[config.mk]
export PLATFORM = sky130hd
export DESIGN_NAME = window_watchdog
export DESIGN_NICKNAME = d
export VERILOG_FILES = /design/src/rtl/window_watchdog.sv
export SDC_FILE = /design/constraint.sdc
export NUM_CORES = 1
export LEC_CHECK = 0
export BUFFER_PORTS_ARGS = -buffer_cell sky130_fd_sc_hd__buf_4
export CAP_MARGIN = 0
export CORE_UTILIZATION = 37
export CTS_BUF_LIST = sky130_fd_sc_hd__clkbuf_4
export DETAILED_ROUTE_END_ITERATION = 8
export PLACE_DENSITY = 0.66
export SLEW_MARGIN = 5
export SYNTH_ARGS = -nofsm -noshare
export SYNTH_HDL_FRONTEND = slang
export SYNTH_SLANG_ARGS = --single-unit
[constraint.sdc]
create_clock -name clk -period 2.9 [get_ports clk]
set_input_delay 0.435 -clock clk [delete_from_list [all_inputs] [get_ports clk]]
set_output_delay 0.435 -clock clk [all_outputs]
set_load 0.02 [all_outputs]
[src/rtl/window_watchdog.sv]
module window_watchdog #(
  parameter int CNT_W = 32
) (
  input  logic        clk,
  input  logic        rst_n,
  input  logic        wr_en,
  input  logic [3:0]  addr,
  input  logic [31:0] wdata,
  output logic [31:0] rdata,
  output logic        irq,
  output logic        rst_req
);

  localparam logic [1:0] IDX_CTRL = 2'd0;
  localparam logic [1:0] IDX_FEED = 2'd1;
  localparam logic [1:0] IDX_CSEL = 2'd2;
  localparam logic [1:0] IDX_CNT  = 2'd3;
  localparam logic [7:0] KEY_FIRST  = 8'hA5;
  localparam logic [7:0] KEY_SECOND = 8'h5A;
  localparam logic [5:0] TOP_EXP = 6'(CNT_W - 1);
  localparam logic [CNT_W-1:0] ONE = {{(CNT_W-1){1'b0}}, 1'b1};

  logic [3:0] code_li, code_lr, code_ei, code_er;
  logic       run_en, int_en, rst_en, win_en, rdy_ie;
  logic       f_li, f_lr, f_ei, f_er;
  logic [2:0] csel;
  logic [CNT_W-1:0] cnt;
  logic       key_armed;

  function automatic logic [CNT_W-1:0] pow_thr(input logic [3:0] code);
    return ONE << (TOP_EXP - {2'b00, code});
  endfunction

  logic wr_ctrl, wr_feed, wr_csel, feed_done;
  assign wr_ctrl   = wr_en && addr[3:2] == IDX_CTRL;
  assign wr_feed   = wr_en && addr[3:2] == IDX_FEED;
  assign wr_csel   = wr_en && addr[3:2] == IDX_CSEL;
  assign feed_done = wr_feed && key_armed && wdata[7:0] == KEY_SECOND;

  logic [CNT_W-1:0] cnt_inc, thr_li, thr_lr, thr_ei, thr_er;
  assign cnt_inc = cnt + ONE;
  assign thr_li  = pow_thr(code_li);
  assign thr_lr  = pow_thr(code_lr);
  assign thr_ei  = pow_thr(code_ei);
  assign thr_er  = pow_thr(code_er);

  logic hit_li, hit_lr, early_ei, early_er;
  assign hit_li   = run_en && !feed_done && cnt_inc == thr_li;
  assign hit_lr   = run_en && !feed_done && cnt_inc == thr_lr;
  assign early_ei = feed_done && win_en && cnt < thr_ei;
  assign early_er = feed_done && win_en && cnt < thr_er;

  always_ff @(posedge clk or negedge rst_n) begin
    if (!rst_n) begin
      cnt <= '0;
    end else if (feed_done) begin
      cnt <= '0;
    end else if (run_en) begin
      cnt <= cnt_inc;
    end
  end

  always_ff @(posedge clk or negedge rst_n) begin
    if (!rst_n) key_armed <= 1'b0;
    else if (wr_feed) key_armed <= !key_armed && wdata[7:0] == KEY_FIRST;
  end

  always_ff @(posedge clk or negedge rst_n) begin
    if (!rst_n) begin
      code_li <= '0; code_lr <= '0; code_ei <= '0; code_er <= '0;
      run_en  <= 1'b0; int_en <= 1'b0; rst_en <= 1'b0;
      win_en  <= 1'b0; rdy_ie <= 1'b0;
      csel    <= '0;
    end else begin
      if (wr_ctrl) begin
        code_li <= wdata[3:0];
        code_lr <= wdata[7:4];
        run_en  <= wdata[8];
        int_en  <= wdata[10];
        rst_en  <= wdata[11];
        code_ei <= wdata[19:16];
        code_er <= wdata[23:20];
        rdy_ie  <= wdata[27];
        win_en  <= wdata[29];
      end
      if (wr_csel) csel <= wdata[2:0];
    end
  end

  always_ff @(posedge clk or negedge rst_n) begin
    if (!rst_n) begin
      f_li <= 1'b0; f_lr <= 1'b0; f_ei <= 1'b0; f_er <= 1'b0;
      rst_req <= 1'b0;
    end else begin
      f_li <= (f_li & ~(wr_ctrl & wdata[9]))  | hit_li;
      f_ei <= (f_ei & ~(wr_ctrl & wdata[12])) | early_ei;
      f_er <= (f_er & ~(wr_ctrl & wdata[30])) | early_er;
      f_lr <= (f_lr & ~(wr_ctrl & wdata[31])) | hit_lr;
      rst_req <= rst_en && (hit_lr || early_er);
    end
  end

  assign irq = int_en & (f_li | f_ei);

  always_comb begin
    unique case (addr[3:2])
      IDX_CTRL: rdata = {f_lr, f_er, win_en, 1'b1, rdy_ie, 3'b000, code_er, code_ei,
                         3'b000, f_ei, rst_en, int_en, f_li, run_en, code_lr, code_li};
      IDX_FEED: rdata = '0;
      IDX_CSEL: rdata = {29'd0, csel};
      IDX_CNT:  rdata = 32'(cnt);
      default:  rdata = '0;
    endcase
  end

  a_r2_count_step: assert property (@(posedge clk) disable iff (!rst_n)
    run_en && !feed_done |=> cnt == $past(cnt_inc));
  a_r2_freeze: assert property (@(posedge clk) disable iff (!rst_n)
    !run_en && !feed_done |=> $stable(cnt));
  a_r5_feed_restart: assert property (@(posedge clk) disable iff (!rst_n)
    feed_done |=> cnt == '0);
  a_r3_late_flag: assert property (@(posedge clk) disable iff (!rst_n)
    hit_li |=> f_li);
  a_r4_req_needs_enable: assert property (@(posedge clk) disable iff (!rst_n)
    !rst_en |=> !rst_req);
  a_r11_flag_sticky: assert property (@(posedge clk) disable iff (!rst_n)
    f_lr && !(wr_ctrl && wdata[31]) |=> f_lr);
  a_r6_key_second_needs_arm: assert property (@(posedge clk) disable iff (!rst_n)
    wr_feed && !key_armed |=> !$past(feed_done));

endmodule

# After elaboration in Yosys (flattened, before gate mapping)
# Index checks and enable logic that the tools add are counted.
classes:
  addsub: 5
  order_cmp: 2
  eq_ne: 7
  shift: 4
  mux: 3
  bitwise: 18
  n_reduce_logical: 18
ops:
  columns: ["operator", "n"]
  rows:
  - ["$pmux 32 s4", 1]
  - ["$shl 1x6->32 const A", 4]
  - ["$eq 32x32->1", 2]
  - ["$lt 32x32->1", 2]
  - ["$mux 32", 2]
  - ["$add 32x1->32 const B", 1]
  - ["$sub 5x4->6 const A", 4]
  - ["$logic_and 1x1->1", 13]
  - ["$and 1x1->1", 9]
  - ["$eq 8x7->1 const B", 1]
  - ["$eq 8x8->1 const B", 1]
  - ["$or 1x1->1", 5]
  - ["$eq 2x2->1 const B", 2]
  - ["$not 1->1", 4]
  - ["$eq 2x1->1 const B", 1]
  - ["$logic_not 1->1", 2]
  - ["$logic_not 2->1", 1]
  - ["$reduce_bool 2->1", 1]
  - ["$logic_or 1x1->1", 1]
totals:
  regBits: 62
  wordCells: 74

# Logic depth before layout (Yosys ltp)
# Gate-level depths: netlist of the first run.
logic_depth:
  word_depth: 9
  mapped_depth: 12

# Worst setup path before layout of the first run
# OpenSTA, ideal clock, no wires.
synth_timing:
  kind: "flip-flop to flip-flop"
  from: "reg cnt[0]"
  to: "reg rst_req"
  setup_time_ns: 0.122
  t_arrival_ns: 2.550
  slack_ns: 0.228
  stages_incl_launch_ff: 11
  period_less_slack_ns: 2.672
  cell_sequence: "dfrtp_1 > ha_1 > nand4_1 > nor4_2 > buf_2 > nand2_1 > xnor2_1 > mux2_2 > a311o_1 > nand4_1 > o2bb2ai_1"
synth_between:
  elab_chain_len: 5
synth_rtl:
  columns: ["element", "line", "source"]
  rows:
  - ["start, declared", "27", "logic [CNT_W-1:0] cnt;"]
  - ["start signal, assigned", "59", "cnt <= cnt_inc;"]
  - ["$add 32x1->32", "41", "assign cnt_inc = cnt + ONE;"]
  - ["$eq 32x32->1", "49", "assign hit_lr = run_en && !feed_done && cnt_inc == thr_lr;"]
  - ["$logic_and 1x1->1", "49", null]
  - ["$logic_or 1x1->1 *", "99", "rst_req <= rst_en && (hit_lr || early_er);"]
  - ["$logic_and 1x1->1 *", "99", null]
  - ["end signal, assigned", "99", null]
  - ["end, declared", "11", "output logic rst_req"]
# Mark *: on every way between the ends. The rest lies on a longest branch, timed or not.
# A chain may end at the register's enable or synchronous reset.

# Final worst setup path of the first run
layout_timing:
  from: "reg cnt[17]"
  to: "reg f_lr"
layout_between:
  elab_chain_len: 4
layout_rtl:
  columns: ["element", "line", "source"]
  rows:
  - ["$add 32x1->32", "41", null]
  - ["$eq 32x32->1", "49", null]
  - ["$logic_and 1x1->1", "49", null]
  - ["$or 1x1->1", "98", "f_lr <= (f_lr & ~(wr_ctrl & wdata[31])) | hit_lr;"]
  - ["end signal, assigned", "98", null]
  - ["end, declared", "25", "logic f_li, f_lr, f_ei, f_er;"]
# No other way between the ends.

==> results of run 1 <==
## registers in the layout, indices dropped and copies added, names as in the netlist
name       cells
run_en         1
win_en         1
code_li        4
key_armed      1
rst_req        1
f_lr           1
code_lr        4
int_en         1
code_ei        4
rdy_ie         1
code_er        4
f_er           1
rst_en         1
f_li           1
csel           3
cnt           32
f_ei           1
## worst min-delay path by stage
stage | to | startpoint | cells after the start | slack, ps
after detailed placement | f_er | f_er | 1 | 490
final | code_ei[3] | rst_n | 1 | 70
after global placement | f_er | f_er | 1 | 460
after global routing | code_ei[3] | rst_n | 1 | 100
after floorplan | cnt[0] | rst_n | 0 | 140
after CTS | code_ei[3] | rst_n | 1 | 80
## routing by layer
layer  share of wire (%)  wire length (um)  GRT usage, %  vias to the layer above
li1                    -                 -             -                     2532
met3                 5.3               847          4.81                       25
met5                   0                 0             0                        -
met1                  44              7150          27.9                     2551
met2                  48              7700          36.8                      164
met4                 2.4               380          9.00                        0
## cells in the final DEF (no fill, tap or decap), types with 4 or more instances in the layout
master	n
xnor2_1	17
ha_1	32
a22o_1	23
nand3b_1	5
nor4_2	4
a21o_1	8
inv_1	5
and4_1	4
nor3_1	24
dfrtp_1	56
dfrtp_2	6
mux2_2	26
or4_1	4
nand2_1	65
mux2i_1	12
o21a_1	11
clkinv_1	4
nand4_1	22
xor2_1	28
nand2b_1	7
clkbuf_4	9
or3_1	7
buf_4	116
and3_1	13
nand4b_1	4
nor2b_1	9
o21ai_0	19
and2_1	8
a21oi_1	9
nor2_1	68
nand3_1	43
## repair_timing
action,in CTS,in global routing
buffers inserted,0,5
pin swaps,0,3
resized for setup,1,12
setup endpoints to repair,2,4
## metrics by stage
| stage | setup WS, ps | power [uW] | hold WS, ps | std cells |
|---|---|---|---|---|
| 2_1_floorplan | 228 | 3250 | 139 | 663 |
| 3_3_place_gp | 23.7 | 4010 | 462 | 899 |
| 5_1_grt | -12.6 | 5190 | 97.5 | 921 |
| 4_1_cts | 8.02 | 4720 | 76.8 | 915 |
| 3_5_place_dp | -28.9 | 4100 | 485 | 899 |
| 6_report | 114 | 4790 | 67.9 | 921 |
## critical path, delay by kind of cell, from the launching register on
kind,cells,cell delay (ps)
AND/OR/NAND/NOR,5,1670
AO/OA/AOI/OAI,3,610
flip-flops,1,430
## cells in the mapped netlist, types with 9 or more instances
cell	count
buf_2	10
xor2_1	28
dfrtp_1	62
clkbuf_1	41
o21a_1	11
nand2_1	65
a22o_1	23
nand4_1	22
xnor2_1	18
nor3_1	24
and3_1	13
a21oi_1	9
nor2b_1	10
mux2i_1	12
ha_1	33
mux2_2	26
nand3_1	43
o21ai_0	19
nor2_1	69
## cell type report
class                      instances  area, sq um  share of cell area (%)
antenna                            1         2.50                  0.0382
multi-input combinational        536         3730                    56.9
timing repair buffer             117          891                    13.6
clock inverter                     7         55.1                   0.840
sequential                        62         1560                    23.8
inverter                           5         18.8                   0.286
tap                              184          230                    3.51
clock buffer                       9         67.6                    1.03
## kinds of logic after synthesis
group                      count (synthesis)
adders and majority gates                 33
AOI/OAI and AO/OA                        104
DFF                                       62
buffers and inverters                     65
muxes                                     39
xor gates and xnor gates                  47
and+or+nand+nor                          313
## power breakdown
group | switching, uW | leakage [uW] | total, uW | internal [uW]
combinational | 1460 | 0.00191 | 2670 | 1210
clock | 346 | 0.0000696 | 594 | 248
sequential | 423 | 0.000688 | 1530 | 1100
==> flow_summary.toml, run 1 <==
[synthesis]
yosys_warnings = 0
synth_top_area_cell = "dfrtp_1"
synth_cell_types = 67
synth_adder_area_share_pct = 7.48
ys_seq_area_share_pct = 28.1
syn_nets = 735
synth_top_area_share_pct = 28.1
synth_xor_area_share_pct = 7.59
synth-compound-area-share_pct = 13.7
avgSynthCellArea_sq_um = 8.33
synth_cells = 663
ys.flop_type = "dfrtp_1"
async_flop_share_pct = 100
synth_edf_count = 0
yosys-top-cells-area = "dfrtp_1, ha_1, mux2_2"
synth_top_family_by_area = "simple AND/OR/NAND/NOR gates"
ys_seq_elements = 62
syn-cell-area_sq_mm = 0.00552
synth_mux_area_share_pct = 7.68
yosys.area_share.simple_pct = 30.2

[die]
core_area_sq_mm = 0.0145
ios = 73
die_height_um = 124
row_count = 44
start_util_pct = 38.0
die_w_um = 124
die_area_sq_mm = 0.0154

[critical_path]
endpoint = "f_lr"
cp-end-kind = "flop"
crit_required_ps = 3280
timing.rr.start = "cnt[17]"
slowest_stage = "or4_1"
critical_path_arrival_ps = 3160
r2r_cells = 8
slowest_delay_ps = 550
r2r_end = "f_lr"
path_class = "reg2reg"
cp-start-kind = "flop"
path_cells = "nand4_2 > nor4_2 > a21oi_2 > or2_1 > or4_1 > a221oi_2 > nand4_1 > o21ai_1"
r2r_setup_slack_ps = 110
startpoint = "cnt[17]"
worst-path-max-fanout = 4

[placement]
place.port_buffers = 63
dpl_cell_area_sq_mm = 0.00635
dp_hpwl_um = 11900
gp_congestion = 0.959

[cts]
clock-sinks = 62
clock_path_buffers = 2
cts_inserted_buffers = 9
hold_buffers = 0
cts_max_level = 3
cts_tree = "yes"
clk_latency_ps = 460
cts_root_buffer = "clkbuf_4"
cts.clk_slew.worst_paths_ps = 110

[cells_and_area]
fin_area_sq_mm = 0.00655
fillers = 1437
post-route-util_pct = 45.1
nNetsFinal = 803
drive_gt1_share_pct = 25.3
area_growth_pct = 18.7

[timing]
maxSlewViolCount = 0
tightest_slew_ps = 842
finalCritPeriodShare_pct = 96.1
hold_viol = 0
clock.fmax_mhz = 359
slew_headroom_pct = 43.9
skew_ps = 14.1
finalCriticalPeriod_ps = 2790
finalSetupTns_ps = 0
setup_violations = 0

[grt]
grt_max_degree = 63
antenna_found_initial = 1
grt_overflow = 0
grt_pass1_vias = 5136
grt_pass1_wl_um = 26100
grtUsageTotal_pct = 22.2

[power_and_ir_drop]
p_leak_uw = 0.00267
ir_drop_v = 0.000415
pwr_density_cell_mw_per_mm2 = 731

[routing]
drt-vias-per-instance = 5.72
ant_nets = 0
wire_per_inst_um = 17.5
drt_iter0_markers = 322
num_vias = 5272
drt-total-wl_um = 16100
dr.pass1.iters = 5
drc_errors = 0

[run]
maxCapViolCount = 0

[hold_path]
hp-class = "in2async"

[outcome]
status = "finished clean"
No activity file was read; power rests on OpenSTA's default activity.
==> run 2, diff against run 1 <==
Settings changed: ABC_AREA set to 1.
==> flow_summary.toml, run 2 <==
[cts]
clock_path_buffers = 2
postCtsSetupRepairBufs = 0
clk_latency_ps = 420
cts.clk_slew.worst_paths_ps = 120
cts_root_buffer = "clkbuf_4"
clock-sinks = 62
hold_buffers = 0
cts.repair.resized = 0
cts_max_level = 3
cts_inserted_buffers = 9
cts_tree = "yes"

[critical_path]
crit_family = "buffers and inverters"
slowest_stage = "inv_1"
path_class = "in2out"
worst-path-max-fanout = 23
crit_required_ps = 2470
slowest_delay_ps = 710
cp-start-kind = "input port"
worstPathBufferInverterCount = 4
path_cells = "buf_4 > nor2_1 > buf_4 > inv_1 > o221ai_1 > buf_4"
cp-end-kind = "output port"
crit_top_cell = "buf_4"
critical_path_arrival_ps = 1940

[grt]
grt_overflow = 0
grtUsageTotal_pct = 23.9
grt_pass1_wl_um = 27400
grt_pass1_vias = 5098
antenna_found_initial = 1
grt_max_degree = 63

[die]
die_area_sq_mm = 0.0152
die_height_um = 123
die_w_um = 123
core_area_sq_mm = 0.0141
row_count = 43
ios = 73
start_util_pct = 38.7

[synthesis]
synth_top_area_cell = "dfrtp_1"
ys.flop_type = "dfrtp_1"
synth_cells = 844
syn-cell-area_sq_mm = 0.00545
yosys-top-cells-area = "dfrtp_1, nand2_1, nor2_1"
yosys_warnings = 0
ys_seq_area_share_pct = 28.5
ys_seq_elements = 62
synth_edf_count = 0
syn_nets = 916
synth.most_common_cell = "nand2_1"
synth_commonest_cells = "nand2_1, nor2_1, inv_1"
synth_cell_types = 37
synth_top_area_share_pct = 28.5
avgSynthCellArea_sq_um = 6.46
async_flop_share_pct = 100

[timing]
finalCriticalPeriod_ps = 2370
maxSlewViolCount = 0
hold_viol = 0
finalSetupTns_ps = 0
clock.fmax_mhz = 422
finalCritPeriodShare_pct = 81.8
rsz0062_at_grt = "no"
worst_slack_ps = 528
setup_violations = 0
tightest_slew_ps = 971
slew_headroom_pct = 35.2
skew_ps = 16.8

[cells_and_area]
regArea_sq_mm = 0.00155
fillers = 1505
final_cell_mix = "nand2_1, nor2_1, inv_1"
top_register = "cnt"
drive_gt1_share_pct = 13.2
largest_reg_flops = 32
multi_input_area_sq_mm = 0.00341
area_growth_pct = 14.2
fin_area_sq_mm = 0.00622
nNetsFinal = 973
layout_commonest_cell = "nand2_1"

[power_and_ir_drop]
p_leak_uw = 0.00300
ir_drop_v = 0.000285
pwr_density_cell_mw_per_mm2 = 777

[routing]
wire_per_inst_um = 15.8
drc_errors = 0
dr.pass1.iters = 5
ant_nets = 0
drt-total-wl_um = 17200
num_vias = 5716
drt_iter0_markers = 414
drt-vias-per-instance = 5.26

[placement]
dp_hpwl_um = 13300
place.port_buffers = 63
gp_congestion = 0.900
dpl_cell_area_sq_mm = 0.00612
post-place-ws_ps = 534

[outcome]
status = "finished clean"

[hold_path]
hp-class = "in2async"

[run]
maxCapViolCount = 0
==> run 2: cell types whose count changed after synthesis, sizes merged, moves of 15 or more <==
cell / change
a21oi: +17
a22o: -23
buf: -15
clkbuf: -19
inv: +90
mux2: -26
nand2: +171
nand4: +15
nor2: +71
nor3: -22
o21ai: +26
o22ai: +31
xor2: -22
==> run 2: kinds of logic (layout without fill, tap and decap cells) <==
family	count (synthesis)	count (layout)	share of synthesized area, %
AND/OR/NAND/NOR	489	489	40.6
buffers and inverters	130	192	8.98
AO/OA/AOI/OAI	118	118	12.4
flip-flops	62	62	28.5
adder cells (fa/ha/maj)	33	33	7.58
XOR/XNOR	11	11	1.77
multiplexers	1	1	0.207
other	0	1	0
==> run 2: path summary, 6_finish.rpt <==
kind / endpoint / startpoint / depth (start not counted) / slack (ps)
worst max-delay path: rdata[0] / addr[3] / 6 / 530
worst max register to register: f_ei / code_ei[0] / 15 / 570
worst min register to register: f_lr / f_lr / 2 / 500
worst min-delay path: csel[1] / rst_n / 1 / 100
max in group asynchronous: code_er[3] / rst_n / 1 / 2240
min in group clk: rdy_ie / wdata[27] / 2 / 260
==> run 2: final cells by class <==
class                   instances  area share (%)
well taps                     180            3.62
inverters                     104            6.27
clock inverters                 6           0.462
multi-input cells             652            54.8
repair buffers                 72            8.69
diodes                          1          0.0402
flip-flops and latches         62            24.9
clock buffers                  10            1.21
==> run 2: layer usage <==
layer  track usage [%]  share of wire [%]  vias up
li1                  -                  -     2903
met1              33.9                 47     2621
met2              37.6                 46      173
met3              3.23                5.7       19
met4              7.08                1.6        0
met5                 0                  0        -
==> run 2: per-stage QoR <==
step	hold WS (ps)	power [uW]	utilization, %	cells
2_1_floorplan	139	3420	-	844
3_3_place_gp	468	4250	43.4	1070
3_5_place_dp	472	4290	43.4	1070
4_1_cts	121	4810	44.1	1086
5_1_grt	143	5310	44.1	1087
6_report	99.0	4840	44.1	1087
==> run 2: report_power, final <==
| part | internal [uW] | switching, uW | leakage (uW) |
|---|---|---|---|
| Sequential | 1120 | 491 | 0.000795 |
| Clock | 175 | 346 | 0.0000587 |
| Combinational | 1000 | 1700 | 0.00215 |
